`config.mk`:
```
export PLATFORM = sky130hd
export DESIGN_NAME = hv_lock_reset
export DESIGN_NICKNAME = d
export VERILOG_FILES = /design/src/rtl/hvl_pkg.sv /design/src/rtl/hvl_sync_fall.sv /design/src/rtl/hvl_width_qual.sv /design/src/rtl/hvl_line_phase.sv /design/src/rtl/hvl_field_sel.sv /design/src/rtl/hv_lock_reset.sv
export SDC_FILE = /design/constraint.sdc
export NUM_CORES = 1
export LEC_CHECK = 0
export BUFFER_PORTS_ARGS = -buffer_cell sky130_fd_sc_hd__buf_2
export CAP_MARGIN = 20
export CORE_MARGIN = 5
export CORE_UTILIZATION = 49
export DETAILED_ROUTE_END_ITERATION = 16
export PLACE_DENSITY_LB_ADDON = 0.08
export SKIP_CTS_REPAIR_TIMING = 1
export SLEW_MARGIN = 20
export SYNTH_ARGS = -nofsm -noshare
export SYNTH_HDL_FRONTEND = slang
export SYNTH_SLANG_ARGS = --single-unit
```
`constraint.sdc`:
```
create_clock -name clk -period 0.8 [get_ports clk]
set_clock_uncertainty 0.05 [all_clocks]
set_input_delay 0.08 -clock clk [delete_from_list [all_inputs] [get_ports clk]]
set_output_delay 0.08 -clock clk [all_outputs]
set_load 0.005 [all_outputs]
```
`src/rtl/hvl_pkg.sv`:
```
package hvl_pkg;
  typedef enum logic [1:0] {
    WIN_ODD   = 2'd0,
    WIN_EVEN  = 2'd1,
    WIN_GUARD = 2'd2
  } win_e;
endpackage

```
`src/rtl/hvl_sync_fall.sv`:
```
module hvl_sync_fall #(
  parameter int STAGES = 2
) (
  input  logic clk,
  input  logic rst_n,
  input  logic din,
  output logic level,
  output logic fall
);
  logic [STAGES-1:0] chain;
  logic              prev;

  generate
    for (genvar i = 0; i < STAGES; i++) begin : g_stage
      if (i == 0) begin : g_first
        always_ff @(posedge clk or negedge rst_n) begin
          if (!rst_n) chain[0] <= 1'b1;
          else        chain[0] <= din;
        end
      end else begin : g_next
        always_ff @(posedge clk or negedge rst_n) begin
          if (!rst_n) chain[i] <= 1'b1;
          else        chain[i] <= chain[i-1];
        end
      end
    end
  endgenerate

  always_ff @(posedge clk or negedge rst_n) begin
    if (!rst_n) prev <= 1'b1;
    else        prev <= chain[STAGES-1];
  end

  assign level = chain[STAGES-1];
  assign fall  = prev & ~level;
endmodule

```
`src/rtl/hvl_width_qual.sv`:
```
module hvl_width_qual #(
  parameter int MIN_LOW = 4
) (
  input  logic clk,
  input  logic rst_n,
  input  logic level,
  output logic fire
);
  localparam int CW = $clog2(MIN_LOW + 1);
  localparam logic [CW-1:0] CNT_SAT  = CW'(MIN_LOW);
  localparam logic [CW-1:0] CNT_LAST = CW'(MIN_LOW - 1);

  logic [CW-1:0] cnt, cnt_n;

  always_comb begin
    if (level)               cnt_n = '0;
    else if (cnt == CNT_SAT) cnt_n = cnt;
    else                     cnt_n = cnt + 1'b1;
  end

  always_ff @(posedge clk or negedge rst_n) begin
    if (!rst_n) cnt <= '0;
    else        cnt <= cnt_n;
  end

  assign fire = ~level & (cnt == CNT_LAST);
endmodule

```
`src/rtl/hvl_line_phase.sv`:
```
module hvl_line_phase #(
  parameter int LINE  = 780,
  parameter int PW    = 11,
  parameter int START = 5
) (
  input  logic          clk,
  input  logic          rst_n,
  input  logic          load,
  input  logic          direct,
  output logic [PW-1:0] phase
);
  localparam logic [PW-1:0] P_START = PW'(START);
  localparam logic [PW-1:0] P_LAST  = PW'(LINE - 1);
  localparam logic [PW-1:0] P_MAX   = '1;

  logic [PW-1:0] phase_n;

  always_comb begin
    if (load)                 phase_n = P_START;
    else if (direct)          phase_n = (phase == P_MAX) ? phase : phase + 1'b1;
    else if (phase >= P_LAST) phase_n = '0;
    else                      phase_n = phase + 1'b1;
  end

  always_ff @(posedge clk or negedge rst_n) begin
    if (!rst_n) phase <= '0;
    else        phase <= phase_n;
  end
endmodule

```
`src/rtl/hvl_field_sel.sv`:
```
module hvl_field_sel
  import hvl_pkg::*;
#(
  parameter int PW        = 11,
  parameter int VW        = 10,
  parameter int BOUND1    = 269,
  parameter int BOUND2    = 657,
  parameter int GUARD     = 3,
  parameter int ODD_LOAD  = 516,
  parameter int EVEN_LOAD = 254
) (
  input  logic          clk,
  input  logic          rst_n,
  input  logic          vfall,
  input  logic          direct,
  input  logic [PW-1:0] phase,
  output logic          v_load,
  output logic [VW-1:0] v_load_val,
  output logic          field_odd,
  output logic          guard_warn
);
  localparam logic [PW-1:0] B1    = PW'(BOUND1);
  localparam logic [PW-1:0] B2    = PW'(BOUND2);
  localparam logic [PW-1:0] B1_LO = PW'(BOUND1 - GUARD);
  localparam logic [PW-1:0] B1_HI = PW'(BOUND1 + GUARD);
  localparam logic [PW-1:0] B2_LO = PW'(BOUND2 - GUARD);
  localparam logic [PW-1:0] B2_HI = PW'(BOUND2 + GUARD);
  localparam logic [VW-1:0] V_ODD  = VW'(ODD_LOAD);
  localparam logic [VW-1:0] V_EVEN = VW'(EVEN_LOAD);

  win_e          win;
  logic          band1, band2;
  logic          v_load_n, field_n, warn_n;
  logic [VW-1:0] val_n;

  assign band1 = (phase >= B1_LO) && (phase < B1_HI);
  assign band2 = (phase >= B2_LO) && (phase < B2_HI);

  always_comb begin
    if (direct) begin
      if (band1)           win = WIN_GUARD;
      else if (phase < B1) win = WIN_ODD;
      else                 win = WIN_EVEN;
    end else begin
      if (band1 || band2)  win = WIN_GUARD;
      else if (phase < B1) win = WIN_ODD;
      else if (phase < B2) win = WIN_EVEN;
      else                 win = WIN_ODD;
    end
  end

  always_comb begin
    v_load_n = vfall;
    field_n  = field_odd;
    warn_n   = guard_warn;
    val_n    = v_load_val;
    if (vfall) begin
      if (win == WIN_GUARD) warn_n  = 1'b1;
      else                  field_n = (win == WIN_ODD);
      val_n = field_n ? V_ODD : V_EVEN;
    end
  end

  always_ff @(posedge clk or negedge rst_n) begin
    if (!rst_n) begin
      v_load     <= 1'b0;
      field_odd  <= 1'b1;
      guard_warn <= 1'b0;
      v_load_val <= V_ODD;
    end else begin
      v_load     <= v_load_n;
      field_odd  <= field_n;
      guard_warn <= warn_n;
      v_load_val <= val_n;
    end
  end
endmodule

```
`src/rtl/hv_lock_reset.sv`:
```
module hv_lock_reset #(
  parameter int LINE_CLKS     = 780,
  parameter int ODD_WIN_CLKS  = 269,
  parameter int EVEN_WIN_CLKS = 388,
  parameter int GUARD_CLKS    = 3,
  parameter int MIN_HLOW      = 4,
  parameter int SYNC_STAGES   = 2,
  parameter int FRAME_LINES   = 525,
  parameter int VD_DELAY      = 9,
  parameter int PW            = $clog2(LINE_CLKS) + 1,
  parameter int VW            = $clog2(FRAME_LINES)
) (
  input  logic          clk,
  input  logic          rst_n,
  input  logic          hreset_n,
  input  logic          vreset_n,
  input  logic          direct_mode,
  output logic          h_load,
  output logic [PW-1:0] h_load_val,
  output logic          v_load,
  output logic [VW-1:0] v_load_val,
  output logic          field_odd,
  output logic          guard_warn
);
  localparam int H_START   = SYNC_STAGES + MIN_HLOW - 1;
  localparam int BOUND2    = ODD_WIN_CLKS + EVEN_WIN_CLKS;
  localparam int EVEN_LINE = (FRAME_LINES + 1) / 2;
  localparam int ODD_LOAD  = FRAME_LINES - VD_DELAY;
  localparam int EVEN_LOAD = EVEN_LINE - VD_DELAY;

  logic [1:0]    rst_pipe;
  logic          rst_s_n;
  logic          h_level, h_fall_unused, v_level_unused, v_fall, h_fire;
  logic [PW-1:0] phase;

  always_ff @(posedge clk or negedge rst_n) begin
    if (!rst_n) rst_pipe <= 2'b00;
    else        rst_pipe <= {rst_pipe[0], 1'b1};
  end
  assign rst_s_n = rst_pipe[1];

  hvl_sync_fall #(.STAGES(SYNC_STAGES)) u_hsync (
    .clk(clk), .rst_n(rst_s_n), .din(hreset_n),
    .level(h_level), .fall(h_fall_unused));

  hvl_sync_fall #(.STAGES(SYNC_STAGES)) u_vsync (
    .clk(clk), .rst_n(rst_s_n), .din(vreset_n),
    .level(v_level_unused), .fall(v_fall));

  hvl_width_qual #(.MIN_LOW(MIN_HLOW)) u_hqual (
    .clk(clk), .rst_n(rst_s_n), .level(h_level), .fire(h_fire));

  hvl_line_phase #(.LINE(LINE_CLKS), .PW(PW), .START(H_START)) u_phase (
    .clk(clk), .rst_n(rst_s_n), .load(h_fire), .direct(direct_mode),
    .phase(phase));

  hvl_field_sel #(
    .PW(PW), .VW(VW), .BOUND1(ODD_WIN_CLKS), .BOUND2(BOUND2),
    .GUARD(GUARD_CLKS), .ODD_LOAD(ODD_LOAD), .EVEN_LOAD(EVEN_LOAD)
  ) u_field (
    .clk(clk), .rst_n(rst_s_n), .vfall(v_fall), .direct(direct_mode),
    .phase(phase), .v_load(v_load), .v_load_val(v_load_val),
    .field_odd(field_odd), .guard_warn(guard_warn));

  always_ff @(posedge clk or negedge rst_s_n) begin
    if (!rst_s_n) h_load <= 1'b0;
    else          h_load <= h_fire;
  end

  assign h_load_val = PW'(H_START);
endmodule

```
==> results of run 1 <==
## report_power, final
| part | switching [uW] | total [uW] | internal, uW | leakage (uW) |
|---|---|---|---|---|
| Combinational | 1090 | 2400 | 1320 | 0.000592 |
| Sequential | 313 | 1910 | 1600 | 0.000315 |
| Clock | 423 | 931 | 507 | 0.0000279 |
| Total | 1820 | 5250 | 3420 | 0.000935 |
## final cells by class
| type | instances | area [sq um] | area share [%] |
|---|---|---|---|
| clock inverter | 1 | 30.03 | 1.466 |
| sequential | 26 | 661.9 | 32.32 |
| tap | 33 | 41.29 | 2.016 |
| timing repair buffer | 60 | 488.0 | 23.82 |
| multi-input combinational | 103 | 769.5 | 37.57 |
| inverter | 8 | 35.03 | 1.710 |
| clock buffer | 3 | 22.52 | 1.100 |
## how the worst min path moves through the flow
stage / end / slack (ns)
2_1_floorplan: rst_pipe[0] / -0.27
3_3_place_gp: rst_pipe[0] / -0.19
3_5_place_dp: rst_pipe[0] / -0.18
4_1_cts: rst_pipe[1] / -0.57
5_1_grt: u_phase.phase[1] / 0.1
6_report: u_phase.phase[1] / 0.13
## through the flow
stage	setup TNS, ns	setup slack, ns	area [sq um]	hold slack, ns	total power [uW]
2_1_floorplan	-12.85	-0.9395	1624	-0.2656	3377
3_3_place_gp	-13.32	-0.9129	1821	-0.1855	4070
3_5_place_dp	-13.96	-0.9705	1821	-0.1837	4143
4_1_cts	-18.15	-1.009	1873	-0.5684	5097
5_1_grt	-19.25	-1.066	2048	0.09996	5647
6_report	-17.64	-0.9967	2048	0.1260	5246
## layer usage
metal / vias up / routed length (um) / GRT usage [%]
met3: 5 / 99 / 2.906
met4: 0 / 57 / 6.995
met5: - / 0 / 0
met2: 23 / 1661 / 26.82
li1: 578 / - / -
met1: 560 / 1447 / 22.06
## cell families after synthesis
kind of cell             after synthesis  share of synthesized area [%]
adder cells (fa/ha/maj)                5                          4.198
XOR/XNOR                               9                          5.290
AO/OA/AOI/OAI                         26                          14.44
buffers and inverters                 34                          14.11
flip-flops                            26                          44.16
multiplexers                           1                         0.6717
AND/OR/NAND/NOR                       47                          16.62
other                                  2                         0.5040
## cells in the final DEF (no fill, tap or decap), types with 6 or more instances in the layout
cell and n:
buf_4 37, dfrtp_1 17, nor2_1 15, conb_1 15
buf_6 12, xnor2_1 8, nand2_1 7, buf_2 7
nand3_1 6, dfstp_2 6
## tightest hold or removal path, cell delays in order
cell and delay, ns:
buf_2 0.11, buf_4 0.15, o21a_1 0.14
==> impl_results.md, run 1 <==
- Initial core utilization: 50.04%
- Critical path depth in cells: 5
- Mapped Cells: 150
- Slowest Stage Delay on Critical Path: 0.55 ns
- CTS sink cnt: 26
- Share of cells above drive strength 1: 46.77%
- R2R Path Start: u_phase.phase[5]
- Synth area leaders: dfrtp_1 34%, dfstp_2 11%, buf_4 11%
- CP Capture Point: u_phase.phase[8]
- Die Wd: 65.15 um
- Peak Freq: 556.6 MHz
- CP Launch Type: register
- Synth cell count leaders: 21 x buf_4, 20 x dfrtp_1, 16 x nor2_1
- GR Overflow Total: 0
- Setup violators final: 30
- Largest net degree at the start of global routing: 16
- Worst R2R End: u_phase.phase[8]
- # placed instances: 221
- Initial antenna violation count: 0
- Critical path capture point type: register
- Minimum clock period: 1.797 ns
- Failing checks: setup timing
- Yosys warns: 0
- Worst Hold Depth: 3
- RSZ-0062 raised after global routing: true
- EDFF count, synth: 0
- Synth Register Bits: 26
- Share of the synthesized area in the top cell type: 33.59%
- Crit share post-route: 224.6%
- Post-DRT Antenna Nets: 0
- Slowest-stage cell, CP: or4_4
- Via count: 1,166
- Largest reg by FF count: u_phase.phase
- Avg WL per Cell: 13.95 um
- Router iterations before antenna repair: 4
- Post-Layout Cell Count: 234
- Count leader, synth: buf_4
- Final hold violation count: 0
- Critical Path RT: 1.01 ns
- Leak: 0.0009349 uW
- Status: finished, violations left
- Max-Cap Viols: 0
- Vias/cell: 4.983
- Distinct cells, synth: 41
- Crit-path cells: or4_4 > a21o_1 > a31oi_4 > o21ai_4 > a211oi_2
- Die Height: 65.15 um
- Cell family with most CP delay: compound AO/OA/AOI/OAI gates
- Worst Setup SP: u_phase.phase[5]
- Register area share after synthesis: 44.16%
- Nets: 212
- Clock Latency Late Sink: 0.33 ns
- Pins Over Slew Limit: 0
- Root buf cell: clkbuf_4
- Biggest regs: u_phase.phase x11, u_hqual.cnt x3, rst_pipe x2
- Ys flop type: dfrtp_1
- Class of the tightest hold or removal check: input pin to register
- Hold Startpoint: direct_mode
- Mapped Area: 1490 sq um
- Htree depth: 1
- Final WL: 3265 um
- WP buf/inv: 0
- First-pass GRT wire length: 5395 um
- Core Util, Final: 68.78%
- Post-synthesis average cell area: 9.935 sq um
- Layout fillers: 232
- Die Area: 4244 sq um
- CTS buffer count: 3
- Cell taking the most area after synthesis: dfrtp_1
- Reg2reg path depth: 5
- CTS clk-pin slew, worst paths: 0.15 ns
- DR iter-0 viols: 75
- Crit Path Max Fanout: 8
- Post-route setup slack: -0.9967 ns
- R2R setup slack: -1.0 ns
- P&R area growth vs syn: 37.45%
- Maximum vdd ir drop: 1.395 mV
- HPWL after DPL: 2438 um
- Routability Congestion: 0.8262
- Std-Cell Core Area: 2978 sq um
- TritonCTS clock tree: built
- Worst Setup Path Type: register to register
- Drt drc: 0
- PortBufs: 15
- GR Util All Layers: 16.62%
- I/O Pins: 30
- Max reg flops: 11
- CTS max path bufs: 2
- Async SR Flop Fraction: 100.0%
- Power Density: 2561 nW/um^2
- Site Rows: 20
- Vias in the first global route: 1,165
- Inserted Diodes: 0
- Crit path arrival time: 2.01 ns
No activity file was read; power rests on OpenSTA's default activity.
==> run 2: changes to the inputs <==
- ABC_AREA: unset -> 1
==> impl_results.md, run 2 <==
- I/O Pins: 30
- Critical Path RT: 1.02 ns
- CTS max path bufs: 2
- Distinct cells, synth: 27
- Crit share post-route: 185.0%
- Setup violators final: 30
- Die Height: 67.42 um
- Share of cells above drive strength 1: 46.54%
- Simple-gate share of the synthesized area: 29.20%
- Max-Cap Viols: 0
- Router iterations before antenna repair: 4
- Vias in the first global route: 1,343
- Post-DRT Antenna Nets: 0
- Largest family of logic cells by synthesized area: simple AND/OR/NAND/NOR gates
- Internal power: 3536 uW
- Net load switching power: 2344 uW
- RSZ-0062 raised after global routing: true
- Synthesized-area fraction occupied by xor and xnor cells: 1.627%
- Complex-gate fraction of the synthesized area: 7.746%
- Cell taking the most area after synthesis: dfrtp_1
- GR Util All Layers: 16.84%
- GR Overflow Total: 0
- CTS sink cnt: 26
- Mux share of post-synthesis cell area: 0%
- PortBufs: 15
- Vias/cell: 4.908
- P&R area growth vs syn: 37.88%
- Worst Setup Path Type: register to register
- Slowest Stage Delay on Critical Path: 0.43 ns
- Class of the tightest hold or removal check: input pin to register
- Most common cell after layout, fill and taps aside: nand2_1
- Root buf cell: clkbuf_4
- Final hold violation count: 0
- Crit-path cells: ha_4 > nand2_2 > nor2_4 > nand2_2 > nor2_4 > nand3_4 > buf_4 > o21ai_1
- Setup TNS Final: -13.06 ns
- Reg area: 661.9 sq um
- CTS buffer count: 3
- Maximum vdd ir drop: 1.281 mV
- Ys flop type: dfrtp_1
- Synth area leaders: dfrtp_1 31%, nand2_1 12%, dfstp_2 9.8%
- Htree depth: 1
- Register area share after synthesis: 40.74%
- Crit path arrival time: 1.70 ns
- Hold Slack: 0.1030 ns
- Leak: 0.001123 uW
- Std-Cell Core Area: 3103 sq um
- Pwr Total: 5880 uW
- Largest reg by FF count: u_phase.phase
- CP Launch Type: register
- Reg2reg path depth: 8
- Initial core utilization: 52.06%
- Synth Register Bits: 26
- DR iter-0 viols: 73
- Share of the synthesized area in the top cell type: 30.98%
- Power Density: 2640 nW/um^2
- Routability Congestion: 0.9399
- Final WL: 3707 um
- Layout fillers: 218
- Biggest regs: u_phase.phase x11, u_hqual.cnt x3, rst_pipe x2
- Switching share of power: 39.87%
- Via count: 1,492
- Top sig layer: met4
- Peak Freq: 675.8 MHz
- Inserted Diodes: 0
- Met2 routed WL: 1816 um
- HPWL after DPL: 2716 um
- Clock Latency Late Sink: 0.33 ns
- CTS clk-pin slew, worst paths: 0.14 ns
- Share of power burned in registers: 32.5%
- Failing checks: setup timing
- Count leader, synth: nand2_1
- Synth cell count leaders: 52 x nand2_1, 21 x inv_1, 20 x buf_4, 20 x dfrtp_1, 13 x nand3_1
- First-pass GRT wire length: 5809 um
- Mapped Cells: 207
- Pins Over Slew Limit: 0
- Die Area: 4545 sq um
- Routed length on met3: 250 um
- Post-route setup slack: -0.6797 ns
- Clock power share: 15.5%
- Initial antenna violation count: 0
- Max reg flops: 11
- Nets: 271
- Commonest non-fill, non-tap cells in the layout: 47 x nand2_1, 35 x buf_4, 17 x inv_1, 17 x dfrtp_1
- Yosys warns: 0
- Die Wd: 67.42 um
- Post-Place Setup Slack: -0.6815 ns
- TritonCTS clock tree: built
- Largest net degree at the start of global routing: 25
- Post-synthesis average cell area: 7.803 sq um
- Async SR Flop Fraction: 100.0%
- Critical path capture point type: register
- Drt drc: 0
- Status: finished, violations left
- Crit Path Max Fanout: 5
- Mapped Area: 1615 sq um
- Slowest-stage cell, CP: dfrtp_1
- Avg WL per Cell: 12.19 um
- Site Rows: 20
- Worst Hold Depth: 4
- Minimum clock period: 1.480 ns
- Metal-1 WL: 1595 um
- EDFF count, synth: 0
- Area of the multi-input gates: 917.1 sq um
- Gate power share: 52.1%
- Post-Synth Adder-Cell Area: 3.873%
[run 2: cell count changes after synthesis, sizes merged, moves of 3 or more]
cell,before,now
nor3,5,2
nor2,16,19
inv,8,26
nand3,6,16
a21oi,6,11
nand2,8,58
xnor2,8,0
a211oi,4,0
o21ai,4,8
[run 2: cell families (layout without fill, tap and decap cells)]
| group | after synthesis | after routing |
|---|---|---|
| fa+ha+maj | 5 | 5 |
| simple gates | 101 | 101 |
| other cells | 2 | 15 |
| compound gates | 22 | 22 |
| flops | 26 | 26 |
| buf+inv | 48 | 88 |
| xor+xnor | 3 | 3 |
[run 2: final cells by class]
type	instances	share of cell area [%]
Clock inverter	1	1.348
Timing Repair Buffer	58	19.55
Multi-Input combinational cell	146	41.18
Clock buffer	3	1.011
Tap cell	44	2.472
Inverter	26	4.719
Sequential cell	26	29.72
[run 2: worst paths after layout]
kind	start	endpoint	slack (ns)
hold / removal	direct_mode	u_phase.phase[0]	0.10
max in group asynchronous	rst_n	rst_pipe[1]	0.05
min in group asynchronous	rst_pipe[1]	h_load	0.16
setup / recovery	u_phase.phase[0]	u_phase.phase[1]	-0.68
setup reg to reg	u_phase.phase[0]	u_phase.phase[1]	-0.68
hold reg to reg	rst_pipe[1]	h_load	0.16
[run 2: metrics by stage]
stage	area (sq um)	instances	utilization, %
after floorplan	1737	220	-
after global placement	1968	291	63.43
after detailed placement	1968	291	63.43
after CTS	2021	295	65.12
after global routing	2227	304	71.77
final	2227	304	71.77
[run 2: power by group through the flow]
stage          sequential [uW]  combinational, uW  clock, uW
2_1_floorplan             1880               1530          0
3_3_place_gp              1860               2440          0
3_5_place_dp              1860               2520          0
4_1_cts                   1840               2550        943
5_1_grt                   1950               3420        982
6_report                  1910               3060        909
[run 2: worst max-delay path, delay by kind of cell, from the launching register on]
kind                     cells  cell delay (ns)
AO/OA/AOI/OAI                1             0.11
flip-flops                   1             0.43
adder cells (fa/ha/maj)      1             0.18
AND/OR/NAND/NOR              5             0.50
buffers and inverters        1             0.15
[run 2: per-layer routing]
metal | track usage, % | vias to the layer above
li1 | - | 723
met1 | 22.14 | 716
met2 | 28.71 | 46
met3 | 2.662 | 7
met4 | 4.557 | 0
met5 | 0 | -
